==> src/rtl/idle_wake_pkg.sv <==
package idle_wake_pkg;

    typedef enum logic {
        ST_RUN  = 1'b0,
        ST_HALT = 1'b1
    } idle_state_e;

    typedef enum logic {
        WAKE_INLINE = 1'b0,
        WAKE_VECTOR = 1'b1
    } wake_cause_e;

    typedef struct packed {
        logic gie;
        logic tmr_ie;
        logic tmr_en;
    } irq_cfg_t;

    typedef struct packed {
        wake_cause_e cause;
        logic        set_latch;
    } release_plan_t;

    function automatic int unsigned tap_bit_pos(input int unsigned idx,
                                                input int unsigned lsb,
                                                input int unsigned step);
        return lsb + idx * step;
    endfunction

endpackage

==> src/rtl/iwc_tap_divider.sv <==
module iwc_tap_divider #(
    parameter int unsigned DIV_W    = 8,
    parameter int unsigned NUM_TAPS = 4,
    parameter int unsigned TAP_LSB  = 1,
    parameter int unsigned TAP_STEP = 1,
    localparam int unsigned SEL_W   = (NUM_TAPS > 1) ? $clog2(NUM_TAPS) : 1
) (
    input  logic             clk,
    input  logic             rst,
    input  logic [SEL_W-1:0] tap_sel,
    output logic             tap_fall
);
    import idle_wake_pkg::*;

    logic [DIV_W-1:0]    div_cnt;
    logic [NUM_TAPS-1:0] tap_vec;
    logic                tap_now;
    logic                tap_prev;

    always_ff @(posedge clk) begin
        if (rst) begin
            div_cnt  <= '0;
            tap_prev <= 1'b0;
        end else begin
            div_cnt  <= div_cnt + 1'b1;
            tap_prev <= tap_now;
        end
    end

    for (genvar g = 0; g < NUM_TAPS; g++) begin : g_tap
        localparam int unsigned POS = tap_bit_pos(g, TAP_LSB, TAP_STEP);
        assign tap_vec[g] = div_cnt[POS];
    end

    assign tap_now  = tap_vec[tap_sel];
    assign tap_fall = tap_prev & ~tap_now;

endmodule

==> src/rtl/iwc_mode_decode.sv <==
module iwc_mode_decode (
    input  idle_wake_pkg::irq_cfg_t      cfg,
    output idle_wake_pkg::release_plan_t plan
);
    import idle_wake_pkg::*;

    always_comb begin
        plan.set_latch = cfg.tmr_en;
        plan.cause     = (cfg.gie && cfg.tmr_ie && cfg.tmr_en) ? WAKE_VECTOR : WAKE_INLINE;
    end

endmodule

==> src/rtl/iwc_sleep_fsm.sv <==
module iwc_sleep_fsm (
    input  logic                         clk,
    input  logic                         rst,
    input  logic                         sleep_req,
    input  logic                         wdt_pend,
    input  logic                         tap_fall,
    input  logic                         irq_ack,
    input  idle_wake_pkg::release_plan_t plan,
    output logic                         halt,
    output logic                         wake_valid,
    output idle_wake_pkg::wake_cause_e   wake_cause,
    output logic                         cancel,
    output logic                         irq_latch
);
    import idle_wake_pkg::*;

    idle_state_e state;
    logic        do_release;
    logic        do_enter;
    logic        do_cancel;

    always_comb begin
        do_release = (state == ST_HALT) && tap_fall;
        do_enter   = (state == ST_RUN) && sleep_req && !wdt_pend;
        do_cancel  = (state == ST_RUN) && sleep_req && wdt_pend;
    end

    always_ff @(posedge clk) begin
        if (rst) begin
            state      <= ST_RUN;
            wake_valid <= 1'b0;
            wake_cause <= WAKE_INLINE;
            cancel     <= 1'b0;
        end else begin
            wake_valid <= do_release;
            cancel     <= do_cancel;
            if (do_release) begin
                state      <= ST_RUN;
                wake_cause <= plan.cause;
            end else if (do_enter) begin
                state <= ST_HALT;
            end
        end
    end

    always_ff @(posedge clk) begin
        if (rst) begin
            irq_latch <= 1'b0;
        end else if (do_release && plan.set_latch) begin
            irq_latch <= 1'b1;
        end else if (irq_ack) begin
            irq_latch <= 1'b0;
        end
    end

    assign halt = (state == ST_HALT);

endmodule

==> src/rtl/idle_wake_ctrl.sv <==
module idle_wake_ctrl #(
    parameter int unsigned DIV_W    = 8,
    parameter int unsigned NUM_TAPS = 4,
    parameter int unsigned TAP_LSB  = 1,
    parameter int unsigned TAP_STEP = 1,
    localparam int unsigned SEL_W   = (NUM_TAPS > 1) ? $clog2(NUM_TAPS) : 1
) (
    input  logic             clk,
    input  logic             rst,
    input  logic             sleep_req,
    input  logic [SEL_W-1:0] tap_sel,
    input  logic             tmr_en,
    input  logic             gie,
    input  logic             tmr_ie,
    input  logic             wdt_pend,
    input  logic             tmr_irq_ack,
    output logic             cpu_halt,
    output logic             wake_valid,
    output logic             wake_cause,
    output logic             sleep_cancel,
    output logic             tmr_irq_latch
);
    import idle_wake_pkg::*;

    logic          tap_fall;
    irq_cfg_t      cfg;
    release_plan_t plan;
    wake_cause_e   cause_q;

    assign cfg = '{gie: gie, tmr_ie: tmr_ie, tmr_en: tmr_en};

    iwc_tap_divider #(
        .DIV_W   (DIV_W),
        .NUM_TAPS(NUM_TAPS),
        .TAP_LSB (TAP_LSB),
        .TAP_STEP(TAP_STEP)
    ) u_div (
        .clk     (clk),
        .rst     (rst),
        .tap_sel (tap_sel),
        .tap_fall(tap_fall)
    );

    iwc_mode_decode u_mode (
        .cfg (cfg),
        .plan(plan)
    );

    iwc_sleep_fsm u_fsm (
        .clk       (clk),
        .rst       (rst),
        .sleep_req (sleep_req),
        .wdt_pend  (wdt_pend),
        .tap_fall  (tap_fall),
        .irq_ack   (tmr_irq_ack),
        .plan      (plan),
        .halt      (cpu_halt),
        .wake_valid(wake_valid),
        .wake_cause(cause_q),
        .cancel    (sleep_cancel),
        .irq_latch (tmr_irq_latch)
    );

    assign wake_cause = cause_q;

endmodule

==> config.mk <==
export PLATFORM = sky130hd
export DESIGN_NAME = idle_wake_ctrl
export DESIGN_NICKNAME = d
export VERILOG_FILES = /design/src/rtl/idle_wake_pkg.sv /design/src/rtl/iwc_tap_divider.sv /design/src/rtl/iwc_mode_decode.sv /design/src/rtl/iwc_sleep_fsm.sv /design/src/rtl/idle_wake_ctrl.sv
export SDC_FILE = /design/constraint.sdc
export NUM_CORES = 1
export LEC_CHECK = 0
export CAP_MARGIN = 20
export CORE_AREA = 4 4 41 43
export DETAILED_ROUTE_END_ITERATION = 6
export DIE_AREA = 0 0 45 47
export HOLD_SLACK_MARGIN = 0.05
export PLACE_DENSITY_LB_ADDON = 0.08
export SLEW_MARGIN = 10
export SYNTH_ARGS = -nofsm -noshare
export SYNTH_HDL_FRONTEND = slang
export SYNTH_SLANG_ARGS = --single-unit
==> constraint.sdc <==
create_clock -name clk -period 1.3 [get_ports clk]
set_input_delay 0.26 -clock clk [delete_from_list [all_inputs] [get_ports clk]]
set_output_delay 0.26 -clock clk [all_outputs]
set_load 0.02 [all_outputs]
* After elaboration in Yosys (flattened, before gate mapping)
Cells that the tools add are included.
** Operators by class
- Muxes and demuxes :: 5
- $add $sub $neg :: 1
- Magnitude comparators :: 1
- Bitwise logic cells :: 3
- Shifts and indexed selects :: 0
- Eq/ne operators :: 0
- Div/mod/pow operators :: 0
- Multiply operators :: 0
- Reductions and logical operators :: 10
** Operator list (count)
- adder 8 x 1 -> 8 bit, second input constant :: 1
- logical AND 1 bit :: 7
- two-way mux 1 bit :: 4
- less-than comparator 2 x 3 -> 1 bit, second input constant :: 1
- binary-select mux 1 bit (select 2 bit) :: 1
- inverter 1 bit :: 2
- nonzero test 2 bit :: 1
- OR reduction 2 bit :: 1
- AND 1 bit :: 1
- zero test 1 bit :: 1
** Storage, ports and cells
- Bits in writable memories :: 0
- Output and inout bits :: 5
- ROM bits :: 0
- Flip-flop bits (word level) :: 14
- Memories :: 0
- Bits in latches :: 0
- Input port bits :: 10

* Depth between registers and ports, before layout
- Depth in word-level cells :: 7
- Mapped depth :: 4

* Hierarchy
A second synthesis with hierarchy kept.
** Unflattened totals
- Cell total of the unflattened synthesis :: 41
- Area, all modules :: 441.7 um^2
** Modules (own cells, without submodules)
- iwc_tap_divider :: area an instance 250.2 um^2, seq. area each 120.1 um^2, cells an instance 22, times used 1
- iwc_sleep_fsm :: area an instance 177.7 um^2, seq. area each 100.1 um^2, cells an instance 17, times used 1
- iwc_mode_decode :: area an instance 13.8 um^2, seq. area each 0.0 um^2, cells an instance 2, times used 1

* Worst setup path after synthesis
No wires, ideal clock.
- Kind :: register -> register
- Start point :: register u_div.div_cnt[2]
- End point :: register u_fsm.state, in the netlist u_fsm.halt
- Setup time :: 131 ps
- Clock period less this slack :: 1116 ps
- Slack :: 184 ps
- Cell stages (with the launch flop) :: 4
- Arrival time :: 985 ps
- Path through :: dfxtp_1 > mux2_4 > o22a_4 > nor3b_2
** On the way
- Longest elaborated chain between the ends :: 6
** RTL lines
- start: declaration :: line iwc_tap_divider.sv:15 : logic [DIV_W-1:0] div_cnt;
- start signal: assignment :: line iwc_tap_divider.sv:25 : div_cnt <= div_cnt + 1'b1;
- binary-select mux 1 bit (select 2 bit) :: line iwc_tap_divider.sv:35 : assign tap_now = tap_vec[tap_sel];
- two-way mux 1 bit (not written as such) :: line iwc_tap_divider.sv:35
- inverter 1 bit :: line iwc_tap_divider.sv:36 : assign tap_fall = tap_prev & ~tap_now;
- AND 1 bit :: line iwc_tap_divider.sv:36
- logical AND 1 bit :: line iwc_sleep_fsm.sv:23 : do_release = (state == ST_HALT) && tap_fall;
- OR reduction 2 bit (no line)
- end signal: assignment :: line iwc_sleep_fsm.sv:30 : state <= ST_RUN;
- end signal: assignment :: line iwc_sleep_fsm.sv:38 : state <= ST_RUN;
- end signal: assignment :: line iwc_sleep_fsm.sv:41 : state <= ST_HALT;
- end: declaration :: line iwc_sleep_fsm.sv:17 : idle_state_e state;
No other way between the ends. The select of a mux whose other input is x is not followed.
A chain may end at the register's enable or synchronous reset.

* Worst setup path after layout
- Start point :: register u_fsm.irq_latch
- End point :: output port tmr_irq_latch
** RTL lines
- start: declaration :: line iwc_sleep_fsm.sv:13 : output logic irq_latch
- start signal: assignment :: line iwc_sleep_fsm.sv:48 : irq_latch <= 1'b0;
- start signal: assignment :: line iwc_sleep_fsm.sv:50 : irq_latch <= 1'b1;
- start signal: assignment :: line iwc_sleep_fsm.sv:52 : irq_latch <= 1'b0;
- end: declaration :: line idle_wake_ctrl.sv:21 : output logic tmr_irq_latch
No word-level cell between the ends.

==> out/summary.md <==
The clock-pin slew reported for the worst setup and hold paths after clock tree synthesis was 0.07 ns; the delay of the slowest critical-path stage was 0.34 ns. Cells with a size suffix above 1 make up 16.1% of the layout. The placed instance area was 619 um^2; the synthesized area divided by synthesized cell count was 10.5 um^2.

In this run, post-CTS hold repair placed 0 buffers. The tools report the final design utilization as 49.3%. The most critical setup path has its startpoint at u_fsm.irq_latch$_SDFFE_PP0P_. The family of cells with the greatest summed delay on the critical path is buffers and inverters. Yosys printed 0 warnings.

The run gives 2120 um^2 as the full die area. For the required time of the critical path, the log shows 1.04 ns. 0 antenna diodes ended up in the layout. For the number of design-rule violations left by the first detailed-router iteration, the log shows 2. Global routing used 10.0% of the available tracks.

Post-route total power: 0.669 mW. The die is 45 um wide. In the routed design, unresolved DRC markers number 0. The core region is 1300 um^2. STA classifies the critical path startpoint as a register.

The worst path buffer plus inverter count came out at 1. 15 I/O pins were placed. Between clock sinks in the finished design, the worst skew comes to 0.000964 ns. The setup TNS was 0 ns.

The first global-routing pass estimated 1370 um of wire. The number of nets in the synthesized netlist is 53. Timing would allow up to 0.844 GHz. The instance count on the critical path is 1, and the detailed placer's ending HPWL is 651 um. The final layout contains routed wiring with a total length of 823 um. Of all nets on the critical path, the largest fanout is 2. The final period utilization is 91.2%, and the setup slack after placement is -0.345 ns.

The endpoint of the most critical register-to-register path is u_fsm.halt$_SDFFE_PP0P_. The routed via count divided by cell count was 4.62. Slew at the pin closest to its max-slew limit: 0.210 ns. In this run the static leakage power is 0.282 nW. The via count of the first global-routing pass is 352, and the synthesized netlist cell count is 42.

The total global routing overflow is 0, and the placed instance count is 73. Dividing total power by cell area gives a power density of 1040 nW/um^2. Once the floorplan was initialized, standard cells occupied 33.9% of the core. Compared with the post-synthesis result, the final layout area differs by 45.3%. The die height works out to 47 um.

TritonCTS created 3 clock buffers. Subtracting the final worst setup slack from the clock period gives 1.19 ns. The logs give 0 for the number of nets still failing antenna checks after routing and 13 for the row count.

The run gives 356 as the via count. Final worst setup slack: 0.115 ns. The signal on the critical path passes through dlygate4sd2_1. The worst reg-to-reg setup slack was 0.15 ns; the worst ir drop on vdd was 0.639 mV. The net count of the finished layout is 74. The run gives 49.9% as the share of the yosys chip area belonging to registers.

The final setup violation count came out at 0. The tools report the CTS root buffer as sky130_fd_sc_hd__clkbuf_4. The detailed-router iteration count before antenna repair came out at 2.

STA puts the critical path data arrival time at 0.93 ns. The worst hold path belongs to the class register to register. In this run the critical register-to-register path is launched from u_div.div_cnt[2]$_SDFF_PP0_.

Number of antenna violations at the first check in global routing: 0. The cell area that synthesis handed to floorplanning was 442 um^2. The synthesized design contains 11 register bits. Final count of hold timing violations: 0. The tools report the largest net degree at the start of global routing as 10. The deepest level of the CTS H-tree is 1. The flow ran to the end, and the final reports show no timing, DRC or antenna violations. Measured in cells, the most critical reg-to-reg path has a length of 3. Final RePlAce weighted congestion: 0.693. In this run the tool buffered the top-level ports with 14 buffer cells. The critical path's slowest cell was sky130_fd_sc_hd__dlygate4sd2_1.

The clock sink total is 11, and the final max-slew violation count is 0. Setup repair after global routing left no endpoint under its margin. The number of maximum-capacitance constraint violations came out at 0.

Critical path capture point: tmr_irq_latch. The buffer depth of the longest clock path was 2. The worst setup path is captured at a primary output.

Counting the fill cells in the layout gives 132. For the worst-skew pair, the clock arrives at the later sink with an insertion delay of 0.26 ns. On the final layout, the worst hold slack is 0.454 ns. The count of distinct cell types in the synthesized netlist came out at 21. By startpoint and endpoint, the worst setup path is classified as register to primary output. TritonCTS built the clock tree.

Once layout is done, the placed cells without fillers occupy 642 um^2. The post-detailed-route wirelength per cell works out to 10.7 um. In this run the tightest slew margin relative to its limit is 86.0%.

After the flow finishes, the layout carries non-filler instances totaling 77.
logic make-up after synthesis:
family                   count (synthesis)  share of synthesized area (%)
multiplexers                             4                           10.5
adder cells (fa/ha/maj)                  1                           2.83
flip-flops                              11                           49.9
XOR/XNOR                                 3                           5.95
buffers and inverters                    3                           2.55
AO/OA/AOI/OAI                            3                           7.08
AND/OR/NAND/NOR                         17                           21.2
routing by layer:
| layer | GRT usage (%) | vias to the layer above | wire length, um |
|---|---|---|---|
| li1 | - | 184 | - |
| met1 | 9.22 | 156 | 357 |
| met2 | 14.4 | 12 | 378 |
| met3 | 6.51 | 4 | 67 |
| met4 | 10.5 | 0 | 20 |
| met5 | 0 | - | 0 |
area by class of cell:
type	count	area (um^2)	share of cell area [%]
multi-input combinational	28	214	33.3
clock buffer	4	26.3	4.09
timing repair buffer	17	155	24.2
tap	15	18.8	2.92
inverter	2	7.51	1.17
sequential	11	220	34.3
flip-flops by register name, summed over array words and instances (netlist names):
register          cells
u_fsm.irq_latch       1
u_fsm.cancel          1
u_fsm.halt            1
u_div.div_cnt         5
u_fsm.wake_cause      1
u_div.tap_prev        1
u_fsm.wake_valid      1
cell usage in the layout (no fill, tap or decap):
master / netlist / final
sky130_fd_sc_hd__clkdlybuf4s50_1: 0 / 8
sky130_fd_sc_hd__a21oi_1: 1 / 1
sky130_fd_sc_hd__mux2_4: 1 / 2
sky130_fd_sc_hd__nand2_1: 1 / 1
sky130_fd_sc_hd__nand4b_1: 1 / 1
sky130_fd_sc_hd__nand3b_1: 1 / 1
sky130_fd_sc_hd__o22a_4: 1 / 1
sky130_fd_sc_hd__clkbuf_1: 1 / 1
sky130_fd_sc_hd__o32ai_1: 1 / 1
sky130_fd_sc_hd__xnor2_1: 1 / 1
sky130_fd_sc_hd__buf_4: 0 / 3
sky130_fd_sc_hd__ha_1: 1 / 1
sky130_fd_sc_hd__nor2_1: 6 / 6
sky130_fd_sc_hd__nor3b_2: 1 / 1
sky130_fd_sc_hd__xor2_1: 2 / 2
sky130_fd_sc_hd__dlygate4sd2_1: 0 / 6
sky130_fd_sc_hd__mux2i_1: 2 / 2
sky130_fd_sc_hd__inv_1: 2 / 2
sky130_fd_sc_hd__nand3_1: 3 / 3
sky130_fd_sc_hd__nor3_1: 1 / 1
sky130_fd_sc_hd__nand2b_1: 2 / 2
sky130_fd_sc_hd__dfxtp_1: 11 / 11
sky130_fd_sc_hd__clkbuf_4: 0 / 3
sky130_fd_sc_hd__nor2b_1: 1 / 1
synth_stat cells:
library cell               number  area [um^2]
sky130_fd_sc_hd__o32ai_1        1         8.76
sky130_fd_sc_hd__a21oi_1        1         5.00
sky130_fd_sc_hd__nor2b_1        1         6.26
sky130_fd_sc_hd__nand3_1        3         15.0
sky130_fd_sc_hd__nor3_1         1         5.00
sky130_fd_sc_hd__mux2_4         1         15.0
sky130_fd_sc_hd__inv_1          2         7.51
sky130_fd_sc_hd__nor2_1         6         22.5
sky130_fd_sc_hd__mux2i_1        2         20.0
sky130_fd_sc_hd__xnor2_1        1         8.76
sky130_fd_sc_hd__nand2b_1       2         12.5
sky130_fd_sc_hd__clkbuf_1       1         3.75
sky130_fd_sc_hd__o22a_4         1         17.5
sky130_fd_sc_hd__nand4b_1       1         8.76
sky130_fd_sc_hd__mux2_2         1         11.3
sky130_fd_sc_hd__nand3b_1       1         7.51
sky130_fd_sc_hd__dfxtp_1       11          220
sky130_fd_sc_hd__nand2_1        1         3.75
sky130_fd_sc_hd__ha_1           1         12.5
sky130_fd_sc_hd__nor3b_2        1         12.5
sky130_fd_sc_hd__xor2_1         2         17.5
what timing repair did:
item / CTS / global route
endpoints found under the hold margin: 0 / 0
setup buffers: 0 / 0
endpoints found under the setup margin: 7 / 0
resized for setup: 7 / 0
how the worst min path moves through the flow:
stage	from	end	slack, ns	depth (start not counted)
floorplan	tmr_irq_ack	u_fsm.irq_latch$_SDFFE_PP0P_	0.38	1
global placement	u_div.div_cnt[0]$_SDFF_PP0_	u_div.div_cnt[0]$_SDFF_PP0_	0.43	1
finish	u_div.div_cnt[0]$_SDFF_PP0_	u_div.div_cnt[0]$_SDFF_PP0_	0.45	1
CTS	u_div.div_cnt[0]$_SDFF_PP0_	u_div.div_cnt[0]$_SDFF_PP0_	0.46	1
detailed placement	u_div.div_cnt[0]$_SDFF_PP0_	u_div.div_cnt[0]$_SDFF_PP0_	0.44	1
global route	u_div.div_cnt[0]$_SDFF_PP0_	u_div.div_cnt[0]$_SDFF_PP0_	0.48	1
where the power goes:
| group | internal, mW | switching, mW |
|---|---|---|
| Combinational | 0.0529 | 0.0326 |
| Clock | 0.119 | 0.107 |
| Sequential | 0.350 | 0.00857 |
| Total | 0.521 | 0.148 |
Note: power is estimated with default switching activity, not from simulation.
